**config.mk**
```make
export PLATFORM = sky130hd
export DESIGN_NAME = muldiv_unit
export DESIGN_NICKNAME = d
export VERILOG_FILES = /design/src/rtl/muldiv_pkg.sv /design/src/rtl/md_cond_neg.sv /design/src/rtl/md_mul_core.sv /design/src/rtl/md_div_step.sv /design/src/rtl/muldiv_unit.sv
export SDC_FILE = /design/constraint.sdc
export NUM_CORES = 2
export LEC_CHECK = 0
export ABC_CLOCK_PERIOD_IN_PS = 9570
export BUFFER_PORTS_ARGS = -buffer_cell sky130_fd_sc_hd__buf_2
export CORE_MARGIN = 1.5
export CORE_UTILIZATION = 43
export CTS_BUF_LIST = sky130_fd_sc_hd__clkbuf_16
export CTS_CLUSTER_DIAMETER = 60
export DETAILED_ROUTE_END_ITERATION = 12
export PLACE_DENSITY = 0.63
export SYNTH_ARGS = -nofsm -noshare
export SYNTH_HDL_FRONTEND = slang
export SYNTH_HIERARCHICAL = 1
export SYNTH_SLANG_ARGS = --single-unit
```
**constraint.sdc**
```tcl
create_clock -name clk -period 9.57 [get_ports clk]
set_input_delay 0.957 -clock clk [delete_from_list [all_inputs] [get_ports clk]]
set_output_delay 0.957 -clock clk [all_outputs]
set_load 0.01 [all_outputs]
```
**src/rtl/muldiv_pkg.sv**
```systemverilog
package muldiv_pkg;
    localparam int OPB_DIV = 1;
    localparam int OPB_SGN = 0;
    localparam int DIV_STEPS_PER_BIT = 1;
endpackage

```
**src/rtl/md_cond_neg.sv**
```systemverilog
module md_cond_neg #(
    parameter int W = 32
) (
    input  logic [W-1:0] val_i,
    input  logic         neg_i,
    output logic [W-1:0] res_o
);
    always_comb begin
        res_o = neg_i ? (~val_i + W'(1)) : val_i;
    end
endmodule

```
**src/rtl/md_mul_core.sv**
```systemverilog
module md_mul_core #(
    parameter int W = 32
) (
    input  logic [W-1:0]   a_i,
    input  logic [W-1:0]   b_i,
    input  logic           sgn_i,
    output logic [2*W-1:0] prod_o
);
    localparam int XW = W + 1;
    logic signed [XW-1:0]   a_x;
    logic signed [XW-1:0]   b_x;
    logic signed [2*XW-1:0] full;

    always_comb begin
        a_x    = {sgn_i & a_i[W-1], a_i};
        b_x    = {sgn_i & b_i[W-1], b_i};
        full   = a_x * b_x;
        prod_o = full[2*W-1:0];
    end
endmodule

```
**src/rtl/md_div_step.sv**
```systemverilog
module md_div_step #(
    parameter int W = 32
) (
    input  logic [W-1:0] rem_i,
    input  logic [W-1:0] quot_i,
    input  logic [W-1:0] dvsr_i,
    output logic [W-1:0] rem_o,
    output logic [W-1:0] quot_o
);
    logic [W:0] trial;
    logic [W:0] diff;
    logic       fits;

    always_comb begin
        trial  = {rem_i, quot_i[W-1]};
        diff   = trial - {1'b0, dvsr_i};
        fits   = (trial >= {1'b0, dvsr_i});
        rem_o  = fits ? diff[W-1:0] : trial[W-1:0];
        quot_o = {quot_i[W-2:0], fits};
    end
endmodule

```
**src/rtl/muldiv_unit.sv**
```systemverilog
module muldiv_unit #(
    parameter int WIDTH = 32
) (
    input  logic             clk,
    input  logic             rst_n,
    input  logic             start_i,
    input  logic [1:0]       op_i,
    input  logic [WIDTH-1:0] a_i,
    input  logic [WIDTH-1:0] b_i,
    output logic             busy_o,
    output logic [WIDTH-1:0] hi_o,
    output logic [WIDTH-1:0] lo_o
);
    import muldiv_pkg::*;

    localparam int CNT_W = $clog2(WIDTH);
    localparam logic [CNT_W-1:0] LAST_STEP = CNT_W'(WIDTH - 1);

    typedef struct packed {
        logic             busy;
        logic [CNT_W-1:0] step;
        logic [WIDTH-1:0] rem;
        logic [WIDTH-1:0] quot;
        logic [WIDTH-1:0] dvsr;
        logic             qneg;
        logic             rneg;
        logic [WIDTH-1:0] hi;
        logic [WIDTH-1:0] lo;
    } md_state_t;

    md_state_t st_d, st_q;

    logic             is_sgn;
    logic [1:0]       opnd_neg;
    logic [WIDTH-1:0] opnd_val [2];
    logic [WIDTH-1:0] opnd_mag [2];
    logic [2*WIDTH-1:0] prod;
    logic [WIDTH-1:0] rem_nx, quot_nx;
    logic [WIDTH-1:0] quot_fix, rem_fix;

    assign is_sgn      = op_i[OPB_SGN];
    assign opnd_val[0] = a_i;
    assign opnd_val[1] = b_i;

    for (genvar gi = 0; gi < 2; gi++) begin : g_mag
        assign opnd_neg[gi] = is_sgn & opnd_val[gi][WIDTH-1];
        md_cond_neg #(.W(WIDTH)) u_mag (
            .val_i (opnd_val[gi]),
            .neg_i (opnd_neg[gi]),
            .res_o (opnd_mag[gi])
        );
    end

    md_mul_core #(.W(WIDTH)) u_mul (
        .a_i    (a_i),
        .b_i    (b_i),
        .sgn_i  (is_sgn),
        .prod_o (prod)
    );

    md_div_step #(.W(WIDTH)) u_step (
        .rem_i  (st_q.rem),
        .quot_i (st_q.quot),
        .dvsr_i (st_q.dvsr),
        .rem_o  (rem_nx),
        .quot_o (quot_nx)
    );

    md_cond_neg #(.W(WIDTH)) u_qfix (
        .val_i (quot_nx),
        .neg_i (st_q.qneg),
        .res_o (quot_fix)
    );

    md_cond_neg #(.W(WIDTH)) u_rfix (
        .val_i (rem_nx),
        .neg_i (st_q.rneg),
        .res_o (rem_fix)
    );

    always_comb begin
        st_d = st_q;
        if (st_q.busy) begin
            st_d.rem  = rem_nx;
            st_d.quot = quot_nx;
            st_d.step = st_q.step + CNT_W'(DIV_STEPS_PER_BIT);
            if (st_q.step == LAST_STEP) begin
                st_d.busy = 1'b0;
                st_d.step = '0;
                st_d.lo   = quot_fix;
                st_d.hi   = rem_fix;
            end
        end else if (start_i) begin
            if (op_i[OPB_DIV]) begin
                st_d.busy = 1'b1;
                st_d.step = '0;
                st_d.rem  = '0;
                st_d.quot = opnd_mag[0];
                st_d.dvsr = opnd_mag[1];
                st_d.qneg = opnd_neg[0] ^ opnd_neg[1];
                st_d.rneg = opnd_neg[0];
            end else begin
                st_d.hi = prod[2*WIDTH-1:WIDTH];
                st_d.lo = prod[WIDTH-1:0];
            end
        end
    end

    always_ff @(posedge clk) begin
        if (!rst_n) begin
            st_q <= '0;
        end else begin
            st_q <= st_d;
        end
    end

    assign busy_o = st_q.busy;
    assign hi_o   = st_q.hi;
    assign lo_o   = st_q.lo;
endmodule

```
==> impl_metrics.json <==
{
  "dr_total_vias": 38800,
  "worstSkewPairLatency_ns": 0.48,
  "nets": 7028,
  "cp.required_ns": 9.89,
  "vias_per_cell": 5.44,
  "status": "completed",
  "post-route-period-util_pct": 95.4,
  "r2r_setup_slack_ns": 4.08,
  "cts_resized": 0,
  "grt_pass1_wl_microns": 236000,
  "synth_cell_types": 86,
  "dp_hpwl_microns": 120000,
  "cts_buffers": 17,
  "whs_path_depth": 2,
  "wl_per_cell_microns": 20.8,
  "synth_top_family_by_area": "adder cells",
  "postCtsSetupRepairBufs": 0,
  "ant_nets": 0,
  "r2r_start": "st_q[75]",
  "clock_sinks": 168,
  "rsz0062_at_grt": "false",
  "die_w_microns": 348,
  "track_usage_pct": 25.0,
  "holdCritStartpoint": "st_q[97]",
  "place_congestion": 0.909,
  "start_util_pct": 43.4,
  "antenna_found_initial": 7,
  "fillers": 11500,
  "die_y_microns": 348,
  "cp_max_fo": 38,
  "startpoint_type": "primary input",
  "drt-total-wl_microns": 148000,
  "die-area_sq_um": 121000,
  "synth_edf_count": 0,
  "ys_ff_latch": 168,
  "ys_seq_area_share_pct": 6.55,
  "maxSlewHeadroom_pct": 16.0,
  "finClkSkew_ns": 0.0202,
  "rr_endpoint": "hi_o[23]",
  "final-hold-violation-count": 0,
  "syn-num-nets": 7200,
  "slew_violations": 0,
  "synthCells": 5754,
  "clk_pin_slew_ns": 0.07,
  "htreeDepth": 4,
  "layout_min_cycle_time_ns": 9.13,
  "ys_async_sr_fraction_pct": 0,
  "layout_setup_ws_ns": 0.443,
  "worstPathArrival_ns": 9.45,
  "num_rows": 126,
  "overflow": 0,
  "grt_pass1_vias": 41600,
  "synth-main-ff-cell": "dfxtp_1",
  "hold_class": "reg2reg",
  "drcViolationCount": 0,
  "synth-simple-area-share_pct": 15.6,
  "drv_cap": 0,
  "syn_avg_cell_area_sq_um": 8.92,
  "r2r_cells": 17,
  "crit_type": "in2reg",
  "hold_end": "st_q[97]",
  "synth-compound-area-share_pct": 9.92,
  "drt_iter0_drc": 2792,
  "tightest_slew_ns": 1.25,
  "synth_area_sq_um": 51300,
  "clock.fmax_ghz": 0.110,
  "synth_xor_area_share_pct": 3.79,
  "end_kind": "flop",
  "cts_tree": "yes",
  "synthAdderAreaFrac_pct": 50.0,
  "synth.area.mux_share_pct": 1.42,
  "pre_cts_ws_ns": -0.0234,
  "io_pins": 134,
  "setup-violations-final": 0,
  "cts_buffer_depth": 2,
  "final_core_utilization_pct": 45.0,
  "ys_warn_count": 6,
  "hold_buffers": 0,
  "grt_max_degree": 94,
  "drive_gt1_share_pct": 7.85,
  "area_delta_synth_final_pct": 3.64,
  "port_buffers": 133,
  "core_area_sq_um": 118000,
  "root_buffer": "clkbuf_16",
  "drtPass1Iterations": 6
}
-- critical path, cell delays in order --
cell and delay (ns):
buf_2 0.77, nand2_1 0.18, fa_1 0.58, inv_1 0.05, fa_1 0.49, inv_1 0.07
fa_1 0.53, inv_1 0.05, fa_1 0.47, inv_1 0.07, fa_1 0.53, inv_1 0.07
fa_1 0.45, fa_1 0.50, inv_1 0.05, fa_1 0.48, inv_1 0.04, ha_1 0.43
nand2_1 0.17, nor4_1 1.06, a211oi_2 0.17, buf_4 0.19, o31ai_1 0.31, and2_1 0.21
a311oi_1 0.12, xnor2_1 0.16, a22oi_1 0.20, a21oi_2 0.07
-- synth_stat cells (8+ instances only) --
cell type	n	area, sq um
inv_1	1150	4320
fa_1	1126	22500
nand2_1	889	3340
and2_1	367	2300
clkbuf_1	258	968
ha_1	251	3140
xnor2_1	192	1680
dfxtp_1	168	3360
a21oi_1	124	621
o21ai_0	113	566
buf_4	110	826
o31ai_1	99	743
nor2_1	84	315
a21boi_0	74	556
nand3_1	73	365
a22oi_1	64	480
a21oi_2	61	534
a21o_1	41	308
mux2i_1	37	370
nand4_1	34	213
buf_2	32	160
xor2_1	30	263
and3_1	25	156
nor3_1	24	120
o41ai_1	22	193
mux2_2	20	225
nor2b_1	18	113
nand2b_1	17	106
o41ai_2	17	277
nor4_4	16	340
buf_6	15	169
o21a_1	14	105
buf_1	12	45.0
nor4_1	12	75.1
a211oi_1	11	82.6
or2_2	11	68.8
o211ai_1	10	75.1
mux2_4	9	135
nand3b_1	9	67.6
o21bai_1	9	67.6
or3_1	9	56.3
a31oi_1	8	50.1
or2b_1	8	60.1
-- stage by stage --
stage | hold slack (ns) | TNS, ns | cells | cell area, sq um
after floorplan | 0.443 | 0 | 5754 | 51300
after global placement | 0.455 | 0 | 7099 | 52600
after detailed placement | 0.461 | -0.0234 | 7099 | 52600
after CTS | 0.472 | 0 | 7131 | 53200
after global routing | 0.493 | 0 | 7133 | 53200
final | 0.469 | 0 | 7140 | 53200
-- cell families after synthesis --
kind of cell / Yosys count
simple gates: 1625
buf+inv: 1582
fa+ha+maj: 1377
compound gates: 714
xor+xnor: 222
flops: 168
mux: 66
-- layout by cell type (no fill, tap or decap), drive strengths merged, types with 99 or more instances in the layout --
cell | Yosys | routed
inv | 1152 | 1157
o31ai | 99 | 99
o21ai | 121 | 121
a21oi | 185 | 185
ha | 251 | 251
buf | 170 | 239
dfxtp | 168 | 168
xnor2 | 192 | 192
nand2 | 890 | 890
and2 | 367 | 367
fa | 1126 | 1126
-- how the worst max path moves through the flow --
| stage | from | end | slack, ns |
|---|---|---|---|
| after floorplan | op_i[0] | hi_o[29] | 0.84 |
| after global placement | a_i[7] | hi_o[17] | 0.08 |
| after detailed placement | b_i[6] | hi_o[19] | -0.02 |
| after CTS | b_i[6] | hi_o[19] | 0.47 |
| after global routing | b_i[6] | lo_o[31] | 0.08 |
| final | a_i[7] | hi_o[17] | 0.44 |
-- area by class of cell --
type | count | area, sq um | area share, %
Antenna cell | 9 | 22.5 | 0.0423
Clock buffer | 17 | 425 | 0.800
Clock inverter | 15 | 181 | 0.341
Inverter | 1152 | 4320 | 8.13
Multi-Input combinational cell | 4004 | 41500 | 77.9
Sequential cell | 168 | 3370 | 6.33
Tap cell | 1536 | 1920 | 3.61
Timing Repair Buffer | 239 | 1490 | 2.80
-- state kept, by name (all words and copies together) (netlist names) --
| signal | count |
|---|---|
| busy_o | 1 |
| hi_o | 32 |
| st_q | 103 |
| lo_o | 32 |
-- per-layer routing --
layer  GRT usage (%)  vias up  share of wire [%]
met5               0        -             0.0088
met4            8.37        2                3.6
met3            2.16      257                5.2
met2            43.6     1280                 49
met1            32.6    20200                 42
li1                -    17100                  -
Power is not shown: default switching activity piles up to over one toggle a cycle in this logic, so the estimate is an artifact.
